## config.mk

```make
export PLATFORM = sky130hd
export DESIGN_NAME = uart_irq_ident
export DESIGN_NICKNAME = d
export VERILOG_FILES = /design/src/rtl/uart_irq_pkg.sv /design/src/rtl/uart_irq_flags.sv /design/src/rtl/uart_irq_prio.sv /design/src/rtl/uart_irq_ident.sv
export SDC_FILE = /design/constraint.sdc
export NUM_CORES = 1
export LEC_CHECK = 0
export BUFFER_PORTS_ARGS = -buffer_cell sky130_fd_sc_hd__clkbuf_2
export CORE_AREA = 2 2 39 41
export CTS_CLUSTER_SIZE = 20
export DETAILED_ROUTE_END_ITERATION = 10
export DIE_AREA = 0 0 41 43
export GPL_ROUTABILITY_DRIVEN = 0
export GPL_TIMING_DRIVEN = 0
export PLACE_DENSITY = 0.51
export SYNTH_ARGS = -nofsm -noshare
export SYNTH_HDL_FRONTEND = slang
export SYNTH_SLANG_ARGS = --single-unit
```

## constraint.sdc

```tcl
create_clock -name clk_i -period 2.4 [get_ports clk_i]
set_input_delay 0 -clock clk_i [delete_from_list [all_inputs] [get_ports clk_i]]
set_output_delay 0 -clock clk_i [all_outputs]
set_load 0.01 [all_outputs]
```

## src/rtl/uart_irq_pkg.sv

```systemverilog
package uart_irq_pkg;
  localparam int NUM_SRC  = 4;               // index 0 is highest priority
  localparam int ID_W     = $clog2(NUM_SRC);
  localparam int IIR_W    = 8;

  typedef enum logic [1:0] {
    SRC_LINE = 2'd0,
    SRC_RX   = 2'd1,
    SRC_THRE = 2'd2,
    SRC_MDM  = 2'd3
  } src_e;

  // identification field value for a given priority slot
  function automatic logic [ID_W-1:0] slot_id(input int slot);
    return ID_W'(NUM_SRC - 1 - slot);
  endfunction
endpackage

```

## src/rtl/uart_irq_flags.sv

```systemverilog
module uart_irq_flags (
  input  logic clk_i,
  input  logic rst_ni,
  input  logic line_err_i,
  input  logic lsr_rd_i,
  input  logic thre_arm_i,
  input  logic thre_clr_i,
  output logic line_pend_o,
  output logic thre_pend_o
);
  logic line_q, thre_q, arm_q;
  logic thre_rise;

  assign thre_rise = thre_arm_i & ~arm_q;

  always_ff @(posedge clk_i or negedge rst_ni) begin
    if (!rst_ni) begin
      line_q <= 1'b0;
      thre_q <= 1'b0;
      arm_q  <= 1'b0;
    end else begin
      arm_q <= thre_arm_i;
      // new error wins over a concurrent read
      if (line_err_i)    line_q <= 1'b1;
      else if (lsr_rd_i) line_q <= 1'b0;
      if (thre_clr_i || !thre_arm_i) thre_q <= 1'b0;
      else if (thre_rise)             thre_q <= 1'b1;
    end
  end

  assign line_pend_o = line_q;
  assign thre_pend_o = thre_q;

  AST_LINE_CLR: assert property (@(posedge clk_i) disable iff (!rst_ni)
    (lsr_rd_i && !line_err_i) |=> !line_pend_o);
  AST_LINE_HOLD: assert property (@(posedge clk_i) disable iff (!rst_ni)
    (line_pend_o && !lsr_rd_i) |=> line_pend_o);
  AST_THRE_CLR: assert property (@(posedge clk_i) disable iff (!rst_ni)
    thre_clr_i |=> !thre_pend_o);
endmodule

```

## src/rtl/uart_irq_prio.sv

```systemverilog
module uart_irq_prio
  import uart_irq_pkg::*;
#(
  parameter int N   = NUM_SRC,
  parameter int IDW = ID_W
) (
  input  logic [N-1:0]   req_i,
  output logic [N-1:0]   sel_o,
  output logic [IDW-1:0] id_o,
  output logic           none_o
);
  logic [N:0] above;

  assign above[0] = 1'b0;
  for (genvar i = 0; i < N; i++) begin : g_slot
    assign above[i+1] = above[i] | req_i[i];
    assign sel_o[i]   = req_i[i] & ~above[i];
  end

  always_comb begin
    id_o = '0;
    for (int i = 0; i < N; i++)
      if (sel_o[i]) id_o = id_o | IDW'(N - 1 - i);
  end

  assign none_o = ~above[N];

  always_comb begin
    AST_SEL_ONEHOT: assert ($onehot0(sel_o));
  end
endmodule

```

## src/rtl/uart_irq_ident.sv

```systemverilog
module uart_irq_ident
  import uart_irq_pkg::*;
(
  input  logic             clk_i,
  input  logic             rst_ni,
  input  logic [3:0]       ier_i,
  input  logic             fifo_en_i,
  input  logic             rx_avail_i,
  input  logic             thr_empty_i,
  input  logic             line_err_i,
  input  logic             msr_chg_i,
  input  logic             lsr_rd_i,
  input  logic             iir_rd_i,
  input  logic             thr_wr_i,
  output logic [IIR_W-1:0] iir_o,
  output logic             irq_o
);
  localparam logic [ID_W-1:0] THRE_ID = slot_id(int'(SRC_THRE));

  logic              line_pend, thre_pend, thre_arm, thre_clr, none;
  logic [NUM_SRC-1:0] req, sel;
  logic [ID_W-1:0]   id;

  assign thre_arm = thr_empty_i & ier_i[1];
  // iir read only consumes the tx-empty cause when that is what it returns
  assign thre_clr = thr_wr_i | (iir_rd_i & ~none & (id == THRE_ID));

  uart_irq_flags u_flags (
    .clk_i       (clk_i),
    .rst_ni      (rst_ni),
    .line_err_i  (line_err_i),
    .lsr_rd_i    (lsr_rd_i),
    .thre_arm_i  (thre_arm),
    .thre_clr_i  (thre_clr),
    .line_pend_o (line_pend),
    .thre_pend_o (thre_pend)
  );

  assign req[SRC_LINE] = line_pend   & ier_i[2];
  assign req[SRC_RX]   = rx_avail_i  & ier_i[0];
  assign req[SRC_THRE] = thre_pend   & thre_arm;
  assign req[SRC_MDM]  = msr_chg_i   & ier_i[3];

  uart_irq_prio #(.N(NUM_SRC), .IDW(ID_W)) u_prio (
    .req_i  (req),
    .sel_o  (sel),
    .id_o   (id),
    .none_o (none)
  );

  always_comb begin
    iir_o      = '0;
    iir_o[7:6] = {2{fifo_en_i}};
    iir_o[3:1] = 3'(id);
    iir_o[0]   = none;
  end

  assign irq_o = |sel;

  AST_NO_ENABLE_IDLE: assert property (@(posedge clk_i) disable iff (!rst_ni)
    (ier_i == 4'h0) |-> (iir_o[0] && !irq_o));
  AST_THRE_GATED: assert property (@(posedge clk_i) disable iff (!rst_ni)
    (iir_o[3:0] == 4'h2) |-> (thr_empty_i && ier_i[1]));
  AST_THRE_WR_GONE: assert property (@(posedge clk_i) disable iff (!rst_ni)
    thr_wr_i |=> (iir_o[3:0] != 4'h2));
  AST_IRQ_POLARITY: assert property (@(posedge clk_i) disable iff (!rst_ni)
    irq_o != iir_o[0]);
endmodule

```

### After elaboration in Yosys (flattened, before gate mapping)

Index checks and enable logic that the tools add are counted.
W data, S select, Z words.

| operators by class | value |
|---|---|
| equality and inequality tests | 1 |
| multiplexer cells | 7 |
| bitwise gates (word level) | 20 |
| reduce and logical (&&, ||, !) cells | 5 |

Operator list:

| operator | count |
|---|---|
| $and A1 B1 Y1 | 11 |
| $mux W1 | 5 |
| $not A1 Y1 | 5 |
| $mux W2 | 2 |
| $or A1 B1 Y1 | 4 |
| $reduce_bool A2 Y1 | 2 |
| $reduce_or A4 Y1 | 1 |
| $eq A2 B1 Y1 const B | 1 |
| $logic_not A1 Y1 | 1 |
| $logic_or A1 B1 Y1 | 1 |

| word-level totals | value |
|---|---|
| flip-flop bits (word level) | 3 |
| output and inout port bits | 9 |
| logic and storage cells | 36 |

### Logic depth before layout (Yosys ltp)

| logic depth | value |
|---|---|
| word-level depth | 10 |
| mapped depth | 3 |
| depth with buffers taken out | 3 |

### Hierarchy

Synthesis repeated with hierarchy kept, for this count alone.

| second synthesis, totals | value |
|---|---|
| cells, all modules | 31 |
| area total of the unflattened synthesis | 272.8 µm² |

Modules (own cells, without submodules):

| module | instances | cells each | area each (µm²) | seq. area each (µm²) |
|---|---|---|---|---|
| uart_irq_flags | 1 | 7 | 112.6 | 75.1 |
| uart_irq_ident | 1 | 15 | 103.8 | 0.0 |
| uart_irq_prio | 1 | 9 | 56.3 | 0.0 |

### Least setup slack after synthesis

Ideal clock, no wire load.

| timing | value |
|---|---|
| kind | register to output |
| start point | reg u_flags.line_q (netlist: u_flags.line_pend_o) |
| end point | out iir_o[0] |
| data arrival time | 898 ps |
| required time | 2,400 ps |
| slack | 1,502 ps |
| stages on the path, launching flop included | 4 |
| buffers on the path | 1 |
| path through | dfrtp_1 a22oi_4 and3_1 buf_4 |

| on the way | value |
|---|---|
| word-level cells in the longest chain between the ends | 5 |

Ends and longest elaborated chain:

| element | line | source |
|---|---|---|
| from (decl) | uart_irq_flags.sv:11 | `logic line_q, thre_q, arm_q;` |
| from (signal assigned) | uart_irq_flags.sv:18 | `line_q <= 1'b0;` |
| from (signal assigned) | uart_irq_flags.sv:24 | `if (line_err_i) line_q <= 1'b1;` |
| from (signal assigned) | uart_irq_flags.sv:25 | `else if (lsr_rd_i) line_q <= 1'b0;` |
| $and A1 B1 Y1 | uart_irq_ident.sv:39 | `assign req[SRC_LINE] = line_pend & ier_i[2];` |
| $or A1 B1 Y1 (3 in a row) | uart_irq_prio.sv:16 | `assign above[i+1] = above[i] \| req_i[i];` |
| $not A1 Y1 | uart_irq_prio.sv:26 | `assign none_o = ~above[N];` |
| to (decl) | uart_irq_ident.sv:15 | `output logic [IIR_W-1:0] iir_o,` |

No other way between the ends.

### Worst setup path in the final report

Same ends and word-level chain as after synthesis.

==> metrics.txt <==
outcome finished, final reports clean; Internal ~150 uW; Final Setup Violations 0; Crit path arrival time about 1.3 ns; Port Buffers 18; Critical Path Sink Type output port; unrepaired setup endpoints after global routing false; Synth async-reset ratio 100.0%; via count approximately 250; busiest grt layer met4; worst path cell trace a22oi_4 > and3_1 > buf_4 > clkbuf_2; clock skew between 0.0008 and 0.0009 ns; Design Power 193.7 uW; Reg clk slew, reported paths approximately 0.04 ns; total CTS buffers 3; initial core utilization between 10% and 20%; HPWL after DPL around 440 um; grt ovf 0; EDFF count, synth 0; Worst-Skew Late Latency between 0.2 and 0.25 ns; cell area after synthesis 229.0 um^2; global-route wire length before repair just under 800 um; Leak between 0.0002 and 0.00025 uW; critical path's slowest cell dfrtp_1; met1 Use GR under 10%; wire per inst roughly 7.5 um; Max FO, Critical Path 4; Final Critical Period about 1.3 ns; Reg power frac between 20 and 30%; number of routed nets with antenna violations 0; clock root cell clkbuf_4; register bit total from synthesis 3; die area 1763 um^2; Avg Inst Size Synth roughly 9.5 um^2; flop-to-flop setup slack between 1 and 1.5 ns; H-Tree Depth 1; Post-Route WL approximately 500 um; final hold violations 0; I/O Pins 23; Worst Hold Class primary input to register; Synth Instances 24; max_cap viols 0; Main synth FF type dfrtp_1; Slew Viols, Final 0; Max VDD drop approximately 0.23 mV; Die X 41 um; crit start category register; CTS Sinks 3; drt drc 0; drt via density 3.687; First-pass DRT Iterations 2; Reg-to-Reg End u_flags.thre_pend_o; core area roughly 1400 um^2; Clock power frac approximately 45%; commonest cells after routing, fill and taps aside clkbuf_2 (18), buf_4 (6); n_diodes 0; Worst R2R Start u_flags.line_pend_o; vias in the first global route 210; Layout area overhead 75.96%; initial antenna violation count 0; Synth warnings 0; Nets 66; critical path required time 2.40 ns; post-route design area 402.9 um^2; register area share after synthesis between 30 and 40%; Crit path largest cell delay about 0.4 ns; setup TNS 0 ns; Switching Share approximately 25%; num rows 14; Yosys cell types 15; met3 Use GR 1.571%; clock tree from TritonCTS built; number of buffers on the longest clock path 2; Starting DRT DRC Count 1; critical path endpoint iir_o[0]; PwrDens between 400 and 500 nW/um^2; Worst Path Class, Setup register to output port; global-route usage over all layers 7.553%; Final Cycle Share a little over half; combinational share of power 26.7%; Hold Path Origin lsr_rd_i; met2 Usage GRT roughly a tenth; die height about 43 um; r2r worst-path depth 2; commonest non-fill, non-tap cell in the layout clkbuf_2; DP Area about 350 um^2; NetSw around 48 uW; share of layout cells above drive strength 1 a little over three fifths; largest net degree at the start of global routing 5; crit path launch u_flags.line_pend_o; fmax between 700 and 800 MHz
==> cells in the mapped netlist (2+ instances only) <==
cell type  number  area [um^2]
buf_4           6        45.04
dfrtp_1         3        75.07
nand2_1         2        7.510
nand3_1         2        10.01
==> timing repair <==
item	4_1_cts	5_1_grt
hold endpoints to repair	5	0
hold buffers	3	0
buffers inserted	0	0
gates resized for setup	0	0
==> cell families (layout without fill, tap and decap cells) <==
kind of cell           Yosys count  after routing  share of synthesized area (%)
flip-flops                       3              3                          32.79
AO/OA/AOI/OAI                    4              4                          23.50
AND/OR/NAND/NOR                  8              8                          19.13
other                            1              3                          1.638
buffers and inverters            8             33                          22.95
==> per-stage QoR <==
| stage | instances | setup WS [ns] | hold WS (ns) | util (%) |
|---|---|---|---|---|
| after floorplan | 26 | 1.502 | -0.2956 | - |
| after global placement | 60 | 1.347 | -0.1994 | 25.05 |
| after detailed placement | 60 | 1.347 | -0.1970 | 25.05 |
| after CTS | 67 | 1.096 | 0.01969 | 29.11 |
| after global routing | 67 | 1.024 | 0.02147 | 29.11 |
| final | 67 | 1.120 | 0.02966 | 29.11 |
==> routing by layer <==
metal,wire length [um],vias to the layer above
met5,0,-
met3,45,2
met2,247,13
met4,23,0
met1,186,105
li1,-,127
==> worst min-delay path by stage <==
stage / to / cells past startpoint
3_5_place_dp: u_flags.line_pend_o / 1
3_3_place_gp: u_flags.line_pend_o / 1
5_1_grt: u_flags.arm_q / 2
6_report: u_flags.line_pend_o / 3
2_1_floorplan: u_flags.arm_q / 0
4_1_cts: u_flags.arm_q / 2
==> flip-flops by register name (all words and copies together), names as in the netlist <==
name	count
u_flags.arm_q	1
u_flags.line_pend_o	1
u_flags.thre_pend_o	1
==> critical path, delay by kind of cell (launching register included) <==
family	cells	cell delay [ns]
buffers and inverters	2	0.20
AND/OR/NAND/NOR	1	0.18
flip-flops	1	0.41
AO/OA/AOI/OAI	1	0.26
==> layout make-up <==
type                       count  area [um^2]
tap                           16        20.02
inverter                       2        7.507
clock buffer                   4        26.28
multi-input combinational     15        108.9
sequential                     3        75.07
timing repair buffer          21        120.1
buffer                         6        45.04
fill                         151        980.9
==> power by group through the flow <==
stage / clock [uW] / combinational [uW] / sequential [uW]
2_1_floorplan: 0 / 27.7 / 56.0
3_3_place_gp: 0 / 48.3 / 56.3
3_5_place_dp: 0 / 48.7 / 56.4
4_1_cts: 90.6 / 52.6 / 55.9
5_1_grt: 96.7 / 57.6 / 55.9
6_report: 86.3 / 51.6 / 55.7
Note: power is estimated with default switching activity, not from simulation.
